$ cat config.mk
export PLATFORM = sky130hd
export DESIGN_NAME = nib_reg_decoder
export DESIGN_NICKNAME = d
export VERILOG_FILES = /design/src/rtl/nrd_pkg.sv /design/src/rtl/nrd_rst_sync.sv /design/src/rtl/nrd_cmd_decode.sv /design/src/rtl/nrd_addr_data.sv /design/src/rtl/nrd_reg_file.sv /design/src/rtl/nib_reg_decoder.sv
export SDC_FILE = /design/constraint.sdc
export NUM_CORES = 1
export LEC_CHECK = 0
export BUFFER_PORTS_ARGS = -buffer_cell sky130_fd_sc_hd__buf_2
export CAP_MARGIN = 20
export CORE_MARGIN = 2
export CORE_UTILIZATION = 49
export CTS_CLUSTER_DIAMETER = 100
export DETAILED_ROUTE_END_ITERATION = 8
export PLACE_DENSITY_LB_ADDON = 0.08
export SETUP_SLACK_MARGIN = 0.2
export SLEW_MARGIN = 20
export SYNTH_ARGS = -nofsm -noshare
export SYNTH_HDL_FRONTEND = slang
export SYNTH_SLANG_ARGS = --single-unit
$ cat constraint.sdc
create_clock -name clk -period 1.2 [get_ports clk]
set_clock_uncertainty 0.05 [all_clocks]
set_input_delay 0.12 -clock clk [delete_from_list [all_inputs] [get_ports clk]]
set_output_delay 0.12 -clock clk [all_outputs]
set_load 0.05 [all_outputs]
$ cat src/rtl/nrd_pkg.sv
package nrd_pkg;

  localparam int NIB_W  = 4;
  localparam int BYTE_W = 2 * NIB_W;

  typedef enum logic [NIB_W-1:0] {
    OP_ADDR_LO = 4'h0,
    OP_ADDR_HI = 4'h1,
    OP_DATA_LO = 4'h2,
    OP_WRITE   = 4'h3,
    OP_READ    = 4'h4
  } nrd_op_e;

  typedef struct packed {
    logic set_alo;
    logic set_ahi;
    logic set_dlo;
    logic commit;
    logic read;
  } nrd_ctrl_t;

endpackage

$ cat src/rtl/nrd_rst_sync.sv
module nrd_rst_sync #(
  parameter int STAGES = 2
) (
  input  logic clk,
  input  logic rst_n,
  output logic rst_sync_n
);

  logic [STAGES-1:0] chain_q;
  logic [STAGES-1:0] chain_d;

  always_comb begin
    chain_d = {chain_q[STAGES-2:0], 1'b1};
  end

  always_ff @(posedge clk or negedge rst_n) begin
    if (!rst_n) chain_q <= '0;
    else        chain_q <= chain_d;
  end

  assign rst_sync_n = chain_q[STAGES-1];

endmodule

$ cat src/rtl/nrd_cmd_decode.sv
module nrd_cmd_decode
  import nrd_pkg::*;
(
  input  logic              cmd_valid,
  input  logic [BYTE_W-1:0] cmd_byte,
  output nrd_ctrl_t         ctrl,
  output logic [NIB_W-1:0]  nib
);

  logic [NIB_W-1:0] opcode;

  assign opcode = cmd_byte[BYTE_W-1:NIB_W];
  assign nib    = cmd_byte[NIB_W-1:0];

  always_comb begin
    ctrl = '0;
    if (cmd_valid) begin
      case (opcode)
        OP_ADDR_LO: ctrl.set_alo = 1'b1;
        OP_ADDR_HI: ctrl.set_ahi = 1'b1;
        OP_DATA_LO: ctrl.set_dlo = 1'b1;
        OP_WRITE:   ctrl.commit  = 1'b1;
        OP_READ:    ctrl.read    = 1'b1;
        default:    ctrl = '0;
      endcase
    end
  end

  // at most one action per command
  always_comb begin
    a_r10_single_action: assert ($onehot0(ctrl));
  end

endmodule

$ cat src/rtl/nrd_addr_data.sv
module nrd_addr_data
  import nrd_pkg::*;
(
  input  logic              clk,
  input  logic              rst_n,
  input  nrd_ctrl_t         ctrl,
  input  logic [NIB_W-1:0]  nib,
  output logic [BYTE_W-1:0] addr,
  output logic [BYTE_W-1:0] wdata,
  output logic              wr_en
);

  localparam int NUM_NIB = BYTE_W / NIB_W;

  logic [NIB_W-1:0] dlo_q, dlo_d;
  logic [NUM_NIB-1:0] nib_sel;

  assign nib_sel = {ctrl.set_ahi, ctrl.set_alo};

  for (genvar g = 0; g < NUM_NIB; g++) begin : g_addr_nib
    logic [NIB_W-1:0] a_q, a_d;

    always_comb begin
      a_d = a_q;
      if (nib_sel[g]) a_d = nib;
    end

    always_ff @(posedge clk or negedge rst_n) begin
      if (!rst_n) a_q <= '0;
      else        a_q <= a_d;
    end

    assign addr[g*NIB_W +: NIB_W] = a_q;
  end

  always_comb begin
    dlo_d = dlo_q;
    if (ctrl.set_dlo) dlo_d = nib;
  end

  always_ff @(posedge clk or negedge rst_n) begin
    if (!rst_n) dlo_q <= '0;
    else        dlo_q <= dlo_d;
  end

  assign wdata = {nib, dlo_q};
  assign wr_en = ctrl.commit;

  // loading the high nibble keeps the low nibble
  a_r2_hi_keeps_lo: assert property (@(posedge clk) disable iff (!rst_n)
    ctrl.set_ahi |=> addr[NIB_W-1:0] == $past(addr[NIB_W-1:0]));

  // address and pending nibble hold when no loading command arrives
  a_r7_hold_state: assert property (@(posedge clk) disable iff (!rst_n)
    !(ctrl.set_alo || ctrl.set_ahi || ctrl.set_dlo) |=> ($stable(addr) && $stable(dlo_q)));

endmodule

$ cat src/rtl/nrd_reg_file.sv
module nrd_reg_file
  import nrd_pkg::*;
#(
  parameter logic [BYTE_W-1:0] ID_VALUE  = 8'hA6,
  parameter logic [BYTE_W-1:0] ID_ADDR   = 8'h00,
  parameter logic [BYTE_W-1:0] SCR_ADDR  = 8'h01,
  parameter logic [BYTE_W-1:0] MODE_ADDR = 8'h02
) (
  input  logic              clk,
  input  logic              rst_n,
  input  logic              wr_en,
  input  logic [BYTE_W-1:0] addr,
  input  logic [BYTE_W-1:0] wdata,
  output logic [BYTE_W-1:0] rd_data,
  output logic [BYTE_W-1:0] mode_q
);

  logic [BYTE_W-1:0] scr_q, scr_d, mode_d;
  logic scr_we, mode_we;

  assign scr_we  = wr_en && (addr == SCR_ADDR);
  assign mode_we = wr_en && (addr == MODE_ADDR);

  always_comb begin
    scr_d  = scr_we  ? wdata : scr_q;
    mode_d = mode_we ? wdata : mode_q;
  end

  always_ff @(posedge clk or negedge rst_n) begin
    if (!rst_n) begin
      scr_q  <= '0;
      mode_q <= '0;
    end else begin
      scr_q  <= scr_d;
      mode_q <= mode_d;
    end
  end

  always_comb begin
    if (addr == ID_ADDR)        rd_data = ID_VALUE;
    else if (addr == SCR_ADDR)  rd_data = scr_q;
    else if (addr == MODE_ADDR) rd_data = mode_q;
    else                        rd_data = '0;
  end

  // scratch takes the committed byte
  a_r6_scratch_take: assert property (@(posedge clk) disable iff (!rst_n)
    scr_we |=> scr_q == $past(wdata));

  // mode register changes only by a write to its address
  a_r8_mode_hold: assert property (@(posedge clk) disable iff (!rst_n)
    !mode_we |=> $stable(mode_q));

endmodule

$ cat src/rtl/nib_reg_decoder.sv
module nib_reg_decoder
  import nrd_pkg::*;
(
  input  logic       clk,
  input  logic       rst_n,
  input  logic       cmd_valid,
  input  logic [7:0] cmd_byte,
  output logic       rsp_valid,
  output logic [7:0] rsp_byte,
  output logic [7:0] mode_value
);

  logic              srst_n;
  nrd_ctrl_t         ctrl;
  logic [NIB_W-1:0]  nib;
  logic [BYTE_W-1:0] addr, wdata, rd_data, mode_q;
  logic              wr_en;
  logic              rv_q, rv_d;
  logic [BYTE_W-1:0] rb_q, rb_d;

  nrd_rst_sync #(.STAGES(2)) u_rst (
    .clk(clk), .rst_n(rst_n), .rst_sync_n(srst_n)
  );

  nrd_cmd_decode u_dec (
    .cmd_valid(cmd_valid), .cmd_byte(cmd_byte), .ctrl(ctrl), .nib(nib)
  );

  nrd_addr_data u_ad (
    .clk(clk), .rst_n(srst_n), .ctrl(ctrl), .nib(nib),
    .addr(addr), .wdata(wdata), .wr_en(wr_en)
  );

  nrd_reg_file u_rf (
    .clk(clk), .rst_n(srst_n), .wr_en(wr_en), .addr(addr),
    .wdata(wdata), .rd_data(rd_data), .mode_q(mode_q)
  );

  always_comb begin
    rv_d = ctrl.read;
    rb_d = ctrl.read ? rd_data : rb_q;
  end

  always_ff @(posedge clk or negedge srst_n) begin
    if (!srst_n) begin
      rv_q <= 1'b0;
      rb_q <= '0;
    end else begin
      rv_q <= rv_d;
      rb_q <= rb_d;
    end
  end

  assign rsp_valid  = rv_q;
  assign rsp_byte   = rb_q;
  assign mode_value = mode_q;

  // an accepted read yields a pulse on the next cycle
  a_r4_read_pulse: assert property (@(posedge clk) disable iff (!srst_n)
    (cmd_valid && cmd_byte[7:4] == 4'h4) |=> rsp_valid);

  // no response without a read
  a_r4_no_spurious: assert property (@(posedge clk) disable iff (!srst_n)
    !(cmd_valid && cmd_byte[7:4] == 4'h4) |=> !rsp_valid);

endmodule

* Word level (Yosys, flattened, before mapping)
Cells that the tools add are included.
** Storage, ports and cells
- Register bits :: 39
- Input port bits :: 11
** Cells by class
- Equal/unequal tests :: 6
- Multiplexer cells :: 9
- Reductions and logical operators :: 4
** Operators by type and width (count)
- 8-bit two-way mux :: 3
- 4-bit by 2-bit equality test with 1-bit output (second input constant) :: 2
- 8-bit by 1-bit equality test with 1-bit output (second input constant) :: 1
- 8-bit by 2-bit equality test with 1-bit output (second input constant) :: 1
- 8-bit zero test :: 1
- 1-bit two-way mux :: 5
- 5-bit two-way mux :: 1
- 4-bit by 1-bit equality test with 1-bit output (second input constant) :: 1
- 4-bit by 3-bit equality test with 1-bit output (second input constant) :: 1
- 4-bit zero test :: 1
- 1-bit logical AND :: 2

* Longest topological paths before layout
Gate-level depths: netlist (run 1).
- Word-level depth :: 4
- Gate-level depth with buffers :: 4
- Gate-level depth less buffers :: 3

* Modules after synthesis
From an unflattened synthesis (run 1), not the netlist that was laid out.
** Unflattened totals
- Cell total of the unflattened synthesis :: 121
- Area, all modules :: 1775.5 µm²
** By module, submodules not included
- nrd_reg_file :: times used 1, cells each 61, area an instance 797.0 µm²
- nrd_addr_data :: times used 1, cells each 29, area an instance 473.0 µm²
- nib_reg_decoder :: times used 1, cells each 18, area an instance 356.6 µm²
- nrd_cmd_decode :: times used 1, cells each 10, area an instance 95.1 µm²
- nrd_rst_sync :: times used 1, cells each 3, area an instance 53.8 µm²

* Worst setup path after synthesis (run 1)
Ideal clock, no wire load.
- Path type :: register to register
- Start point :: reg u_ad.g_addr_nib[1].a_q[2]
- End point :: reg u_rf.mode_q[4]
- Setup time :: 0.125 ns
- Arrival :: 1.767 ns
- Data required time :: 1.025 ns
- Path slack :: -0.742 ns
- Stages on the path, launching flop included :: 4
- Path buffers :: 0
- Cells stage by stage :: dfrtp_1 -> or4_4 -> nor4_4 -> mux2_2
** On the way
- Cells in the longest elaborated chain, start to end :: 2
** Ends and longest elaborated chain
- from (decl) :: RTL line nrd_addr_data.sv:21 : logic [NIB_W-1:0] a_q, a_d;
- from (signal assigned) :: RTL line nrd_addr_data.sv:29 : if (!rst_n) a_q <= '0;
- from (signal assigned) :: RTL line nrd_addr_data.sv:30 : else a_q <= a_d;
- 8-bit by 2-bit equality test with 1-bit output :: RTL line nrd_reg_file.sv:22 : assign mode_we = wr_en && (addr == MODE_ADDR);
- 1-bit logical AND :: RTL line nrd_reg_file.sv:22
- to (signal assigned) :: RTL line nrd_reg_file.sv:35 : mode_q <= mode_d;
- to (decl) :: RTL line nrd_reg_file.sv:15 : output logic [BYTE_W-1:0] mode_q
No other way between the ends.
A chain may end at the register's enable or synchronous reset.

* Worst setup path in the final report (run 1)
- Start point :: reg u_ad.g_addr_nib[0].a_q[2]
- End point :: reg u_rf.scr_q[7]
** On the way
- Cells in the longest elaborated chain, start to end :: 2
** Ends and longest elaborated chain
- from (decl) :: RTL line nrd_addr_data.sv:21
- from (signal assigned) :: RTL line nrd_addr_data.sv:29
- from (signal assigned) :: RTL line nrd_addr_data.sv:30
- 8-bit by 1-bit equality test with 1-bit output :: RTL line nrd_reg_file.sv:21 : assign scr_we = wr_en && (addr == SCR_ADDR);
- 1-bit logical AND :: RTL line nrd_reg_file.sv:21
- to (signal assigned) :: RTL line nrd_reg_file.sv:34 : scr_q <= scr_d;
- to (decl) :: RTL line nrd_reg_file.sv:18 : logic [BYTE_W-1:0] scr_q, scr_d, mode_d;
No other way between the ends.

==> flow_metrics.tcl, run 1 <==
set metrics [dict create \
    design_area_um2 2460 \
    ys_warn_count 0 \
    clkPwrFrac_pct 26.5 \
    finalSetupViolations 24 \
    drtIter0Drc 46 \
    clkSinkCount 39 \
    cap_violations 0 \
    final.setup.worst_slack_ns -0.684 \
    routed_wirelength_um 3750 \
    area_delta_synth_final_pct 48.2 \
    vias_per_cell 5.14 \
    num_rows 21 \
    grt_pass1_vias 1321 \
    die_h_um 62.3 \
    synth.avg_cell_area_um2 14.0 \
    drive_gt1_share_pct 60.6 \
    clkTransAtPathRegs_ns 0.12 \
    powerDensity_nw_per_um2 1350 \
    status "finished, violations left" \
    r2r_setup_slack_ns -0.68 \
    dr.pass1.iters 4 \
    n_fill_cell 217 \
    ys_top_cells_by_area "dfrtp_1, mux2_2, nor4_4" \
    seqPwrFrac_pct 46.9 \
    antenna_found_initial 0 \
    place_ws_ns -0.629 \
    use_met1_pct 27.2 \
    p_sw_uw 986 \
    use_met3_pct 5.62 \
    hold_viol 0 \
    reg2regPathDepth 4 \
    clk_latency_ns 0.34 \
    grt-busiest-layer "met2" \
    synth_edf_count 0 \
    grt_max_degree 38 \
    synth_most_common_cell "dfrtp_1" \
    nNetsFinal 198 \
    total_power_mw 3.34 \
    cts_made_buffers 5 \
    crit_required_ns 1.38 \
    grt_overflow 0 \
    slew_violations 0 \
    violations "negative setup slack" \
    synthArstFlopShare_pct 100 \
    gp_congestion 0.740 \
    synthFlopType "dfrtp_1" \
    core_area_um2 3280 \
    yosys-top-cells-count "dfrtp_1, mux2_2, inv_1" \
    setup_tns_ns -14.37 \
    yosys.area.top_type_share_pct 58.7 \
    ys_ff_latch 39 \
    ir_drop_mv 1.14 \
    seq_area_frac_synth_pct 58.7 \
    p_comb_share_pct 26.6 \
    via_count 1203 \
    place_area_um2 2030 \
    diodes 0 \
    grt_pass1_wl_um 6270 \
    clock_path_buffers 2 \
    crit_slowest_cell "or4_4" \
    dieWidth_um 62.3 \
    path_delay_family "simple AND/OR/NAND/NOR gates" \
    swShare_pct 29.5 \
    dp_hpwl_um 2320 \
    finalCritPeriodShare_pct 157 \
    max_stage_delay_ns 0.58 \
    crit_buf_inv 1 \
    r2r_start "u_ad.g_addr_nib[0].a_q[2]" \
    period_minus_slack_ns 1.88 \
    syn_inst 119 \
    path_max_fanout 4 \
    ant_nets 0 \
    dieArea_um2 3880 \
    rsz0062_at_grt "true" \
    use_met2_pct 35.9 \
    synth_area_um2 1660 \
    yosys.area.top_type "dfrtp_1" \
    drc 0 \
    synthesis.nets 130 \
    hold_class "in2async" \
    yosysUniqueCellTypes 22 \
    cts_tree "built" \
    start_util_pct 50.6 \
    utilization_pct 75.0 \
    path_cells "or4_4 -> nor4_4 -> buf_4 -> mux2_2" \
    grtUsageTotal_pct 21.2 \
    cts-root-buf "clkbuf_4" \
    htree_levels 2 \
    post_drt_wl_per_cell_um 16.0 \
    port_buffers 27 \
    leakage_nw 1.17 \
    p_int_mw 2.35 \
    io_pins 28 \
    cp_data_arrival_time_ns 2.06 \
    critical_path_class "reg2reg" \
    endpoint_kind "register" \
    r2r-end "u_rf.scr_q[7]" \
    fmaxAchievable_mhz 531 \
    cp-start-kind "register" \
]
## area by class of cell
cell class	instances	area, µm²	share of cell area, %
clock buffers	5	37.5	1.52
clock inverters	3	43.8	1.78
inverters	6	22.5	0.914
multi-input cells	72	781	31.7
flip-flops and latches	39	977	39.6
well taps	46	57.6	2.34
repair buffers	63	546	22.1
## power by group through the flow
stage          logic [mW]  clock network [mW]  registers [mW]
4_1_cts             0.804               0.890            1.56
6_report            0.887               0.885            1.57
3_3_place_gp        0.694                   0            1.57
3_5_place_dp        0.708                   0            1.58
5_1_grt             0.943               0.966            1.59
2_1_floorplan       0.334                   0            1.71
## stage by stage
stage          hold WS (ns)  cells
2_1_floorplan        -0.226    119
3_3_place_gp         -0.146    207
3_5_place_dp         -0.143    207
4_1_cts             0.00915    227
5_1_grt             0.00990    234
6_report             0.0210    234
## timing repair
item	CTS	global route
resized for setup	53	7
endpoints found under the setup margin	50	48
hold buffers	1	0
buffers inserted	10	7
pin swaps	4	1
gates cloned	1	0
endpoints found under the hold margin	2	0
## worst max path at each step
stage | start | endpoint | slack [ns] | depth (start not counted)
floorplan | u_ad.g_addr_nib[1].a_q[2] | u_rf.mode_q[4] | -0.62 | 3
global placement | u_ad.g_addr_nib[1].a_q[2] | u_rf.scr_q[7] | -0.59 | 4
detailed placement | u_ad.g_addr_nib[1].a_q[2] | u_rf.mode_q[0] | -0.63 | 4
CTS | u_ad.g_addr_nib[0].a_q[2] | u_rf.scr_q[1] | -0.63 | 4
global route | u_ad.g_addr_nib[0].a_q[2] | u_rf.scr_q[7] | -0.71 | 4
finish | u_ad.g_addr_nib[0].a_q[2] | u_rf.scr_q[7] | -0.68 | 4
## worst reg2reg max path, cell delays in order (launching register included)
cell,delay [ns]
dfrtp_1,0.40
or4_4,0.58
nor4_4,0.20
buf_4,0.21
mux2_2,0.33
## cell families (layout without fill, tap and decap cells)
| family | after synthesis | in the layout | synth area share (%) |
|---|---|---|---|
| AO/OA/AOI/OAI | 20 | 20 | 9.03 |
| buffers and inverters | 9 | 77 | 2.03 |
| flip-flops | 39 | 39 | 58.7 |
| multiplexers | 28 | 28 | 19.0 |
| other | 1 | 1 | 0.226 |
| AND/OR/NAND/NOR | 22 | 23 | 11.1 |
## per-layer routing
layer	up-vias	routed length [µm]	part of all wire [%]
li1	567	-	-
met1	610	1690	45
met5	-	0	0
met4	0	19	0.51
met2	24	1890	50
met3	2	147	3.9
## placed cells by master, fill, tap and decap left out, types with 4 or more instances in the layout
cell type,synthesis,routed
a22o_1,4,4
a22oi_1,4,4
buf_2,0,10
buf_4,0,29
buf_6,0,22
clkbuf_4,0,5
dfrtp_1,39,38
inv_1,6,6
mux2_2,28,10
mux2_4,0,18
nand2b_1,4,4
o21ai_0,4,4
o2bb2ai_1,4,4
o31ai_2,0,4
## state kept, by name, summed over array words and instances, names as in the netlist
| name | flops |
|---|---|
| u_ad.g_addr_nib.a_q | 8 |
| u_rf.mode_q | 8 |
| u_rf.scr_q | 8 |
| u_rst.chain_q | 2 |
| rsp_valid | 1 |
| u_ad.dlo_q | 4 |
| rsp_byte | 8 |
Power figures use the tool's default switching activity.
==> inputs of run 2 (changes only) <==
- clock period: 1.2 -> 1.51 ns (I/O delays scaled with it)
==> flow_metrics.tcl, run 2 (same netlist as run 1, synthesis figures left out) <==
set metrics [dict create \
    drive_gt1_share_pct 52.4 \
    cts_tree "built" \
    cts_made_buffers 5 \
    dp_hpwl_um 2430 \
    cts-root-buf "clkbuf_4" \
    nNetsFinal 178 \
    r2r_start "u_ad.g_addr_nib[1].a_q[2]" \
    num_rows 21 \
    gp_congestion 0.738 \
    grt_pass1_vias 1145 \
    cp-start-kind "register" \
    clkSinkCount 39 \
    slew_violations 0 \
    finalSetupViolations 24 \
    start_util_pct 50.6 \
    drtIter0Drc 33 \
    clkTransAtPathRegs_ns 0.11 \
    final_cell_mix "dfrtp_1, buf_2, mux2_2" \
    area_delta_synth_final_pct 27.5 \
    setup_tns_ns -6.23 \
    design_area_um2 2120 \
    leakage_nw 1.03 \
    fmaxAchievable_mhz 545 \
    final_common_cell "dfrtp_1" \
    diodes 0 \
    htree_levels 2 \
    routed_wirelength_um 3380 \
    via_count 1114 \
    cap_violations 0 \
    ant_nets 0 \
    place_area_um2 1960 \
    hold_class "in2async" \
    finalCritPeriodShare_pct 121 \
    status "finished, violations left" \
    dieWidth_um 62.3 \
    antenna_found_initial 0 \
    grt_overflow 0 \
    grt_pass1_wl_um 5860 \
    post_cts_buffers 0 \
    cp-startpoint "u_ad.g_addr_nib[1].a_q[2]" \
    endpoint_kind "register" \
    io_pins 28 \
    reg2regPathDepth 4 \
    clk_latency_ns 0.35 \
    cp_data_arrival_time_ns 2.02 \
    r2r_setup_slack_ns -0.32 \
    grt_max_degree 38 \
    die_h_um 62.3 \
    dr.pass1.iters 4 \
    powerDensity_nw_per_um2 1190 \
    rsz0062_at_grt "true" \
    hold_viol 0 \
    worstSetupEndpoint "u_rf.mode_q[6]" \
    dieArea_um2 3880 \
    grtUsageTotal_pct 19.8 \
    period_minus_slack_ns 1.83 \
    r2r-end "u_rf.mode_q[6]" \
    core_area_um2 3280 \
    violations "negative setup slack" \
    path_max_fanout 5 \
    vias_per_cell 5.21 \
    critical_path_class "reg2reg" \
    final.setup.worst_slack_ns -0.325 \
    crit_required_ns 1.70 \
    clock_path_buffers 2 \
    post_drt_wl_per_cell_um 15.8 \
    drc 0 \
    ir_drop_mv 0.917 \
    port_buffers 27 \
]
## run 2: critical path: stages (launching register included)
cell,delay (ns)
dfrtp_1,0.39
or4_4,0.58
nor4_4,0.18
buf_4,0.20
mux2_2,0.33
## run 2: metal layers
| layer | track usage [%] | wire (µm) | vias to the layer above |
|---|---|---|---|
| li1 | - | - | 535 |
| met2 | 29.8 | 1520 | 26 |
| met4 | 5.00 | 34 | 0 |
| met1 | 28.1 | 1670 | 550 |
| met5 | 0 | 0 | - |
| met3 | 6.34 | 153 | 3 |
## run 2: report_power, final
part / leakage (nW) / switching, mW / internal, mW
clock: 0.0482 / 0.343 / 0.391
sequential: 0.516 / 0.0760 / 1.16
combinational: 0.467 / 0.309 / 0.242
## run 2: layout make-up
type                            instances  area (µm²)
Clock buffer                            6        51.3
Clock inverter                          2        35.0
Fill cell                             272        1160
Inverter                                6        22.5
Multi-Input combinational cell         71         708
Sequential cell                        39         976
Tap cell                               46        57.6
Timing Repair Buffer                   44         269
## run 2: worst min-delay path by stage
stage               start  cells after the start          endpoint  slack [ns]
floorplan           rst_n                      0  u_rst.chain_q[0]       -0.19
global placement    rst_n                      1  u_rst.chain_q[0]       -0.11
detailed placement  rst_n                      1  u_rst.chain_q[0]       -0.11
CTS                 rst_n                      2  u_rst.chain_q[0]        0.03
global route        rst_n                      2  u_rst.chain_q[0]        0.02
finish              rst_n                      2  u_rst.chain_q[0]        0.05
## run 2: what timing repair did
| item | CTS | global route |
|---|---|---|
| resized for setup | 13 | 2 |
| gates cloned | 0 | 0 |
| endpoints found under the hold margin | 2 | 0 |
| setup endpoints to repair | 24 | 24 |
| hold buffers | 1 | 0 |
## run 2: metrics by stage
stage	util (%)	cells	setup slack (ns)	hold slack [ns]	total power, mW
6_report	64.5	214	-0.325	0.0488	2.52
4_1_cts	64.3	214	-0.326	0.0320	2.54
2_1_floorplan	-	119	-0.313	-0.195	1.61
5_1_grt	64.5	214	-0.390	0.0209	2.65
3_5_place_dp	59.8	205	-0.331	-0.111	1.79
3_3_place_gp	59.8	205	-0.293	-0.114	1.77
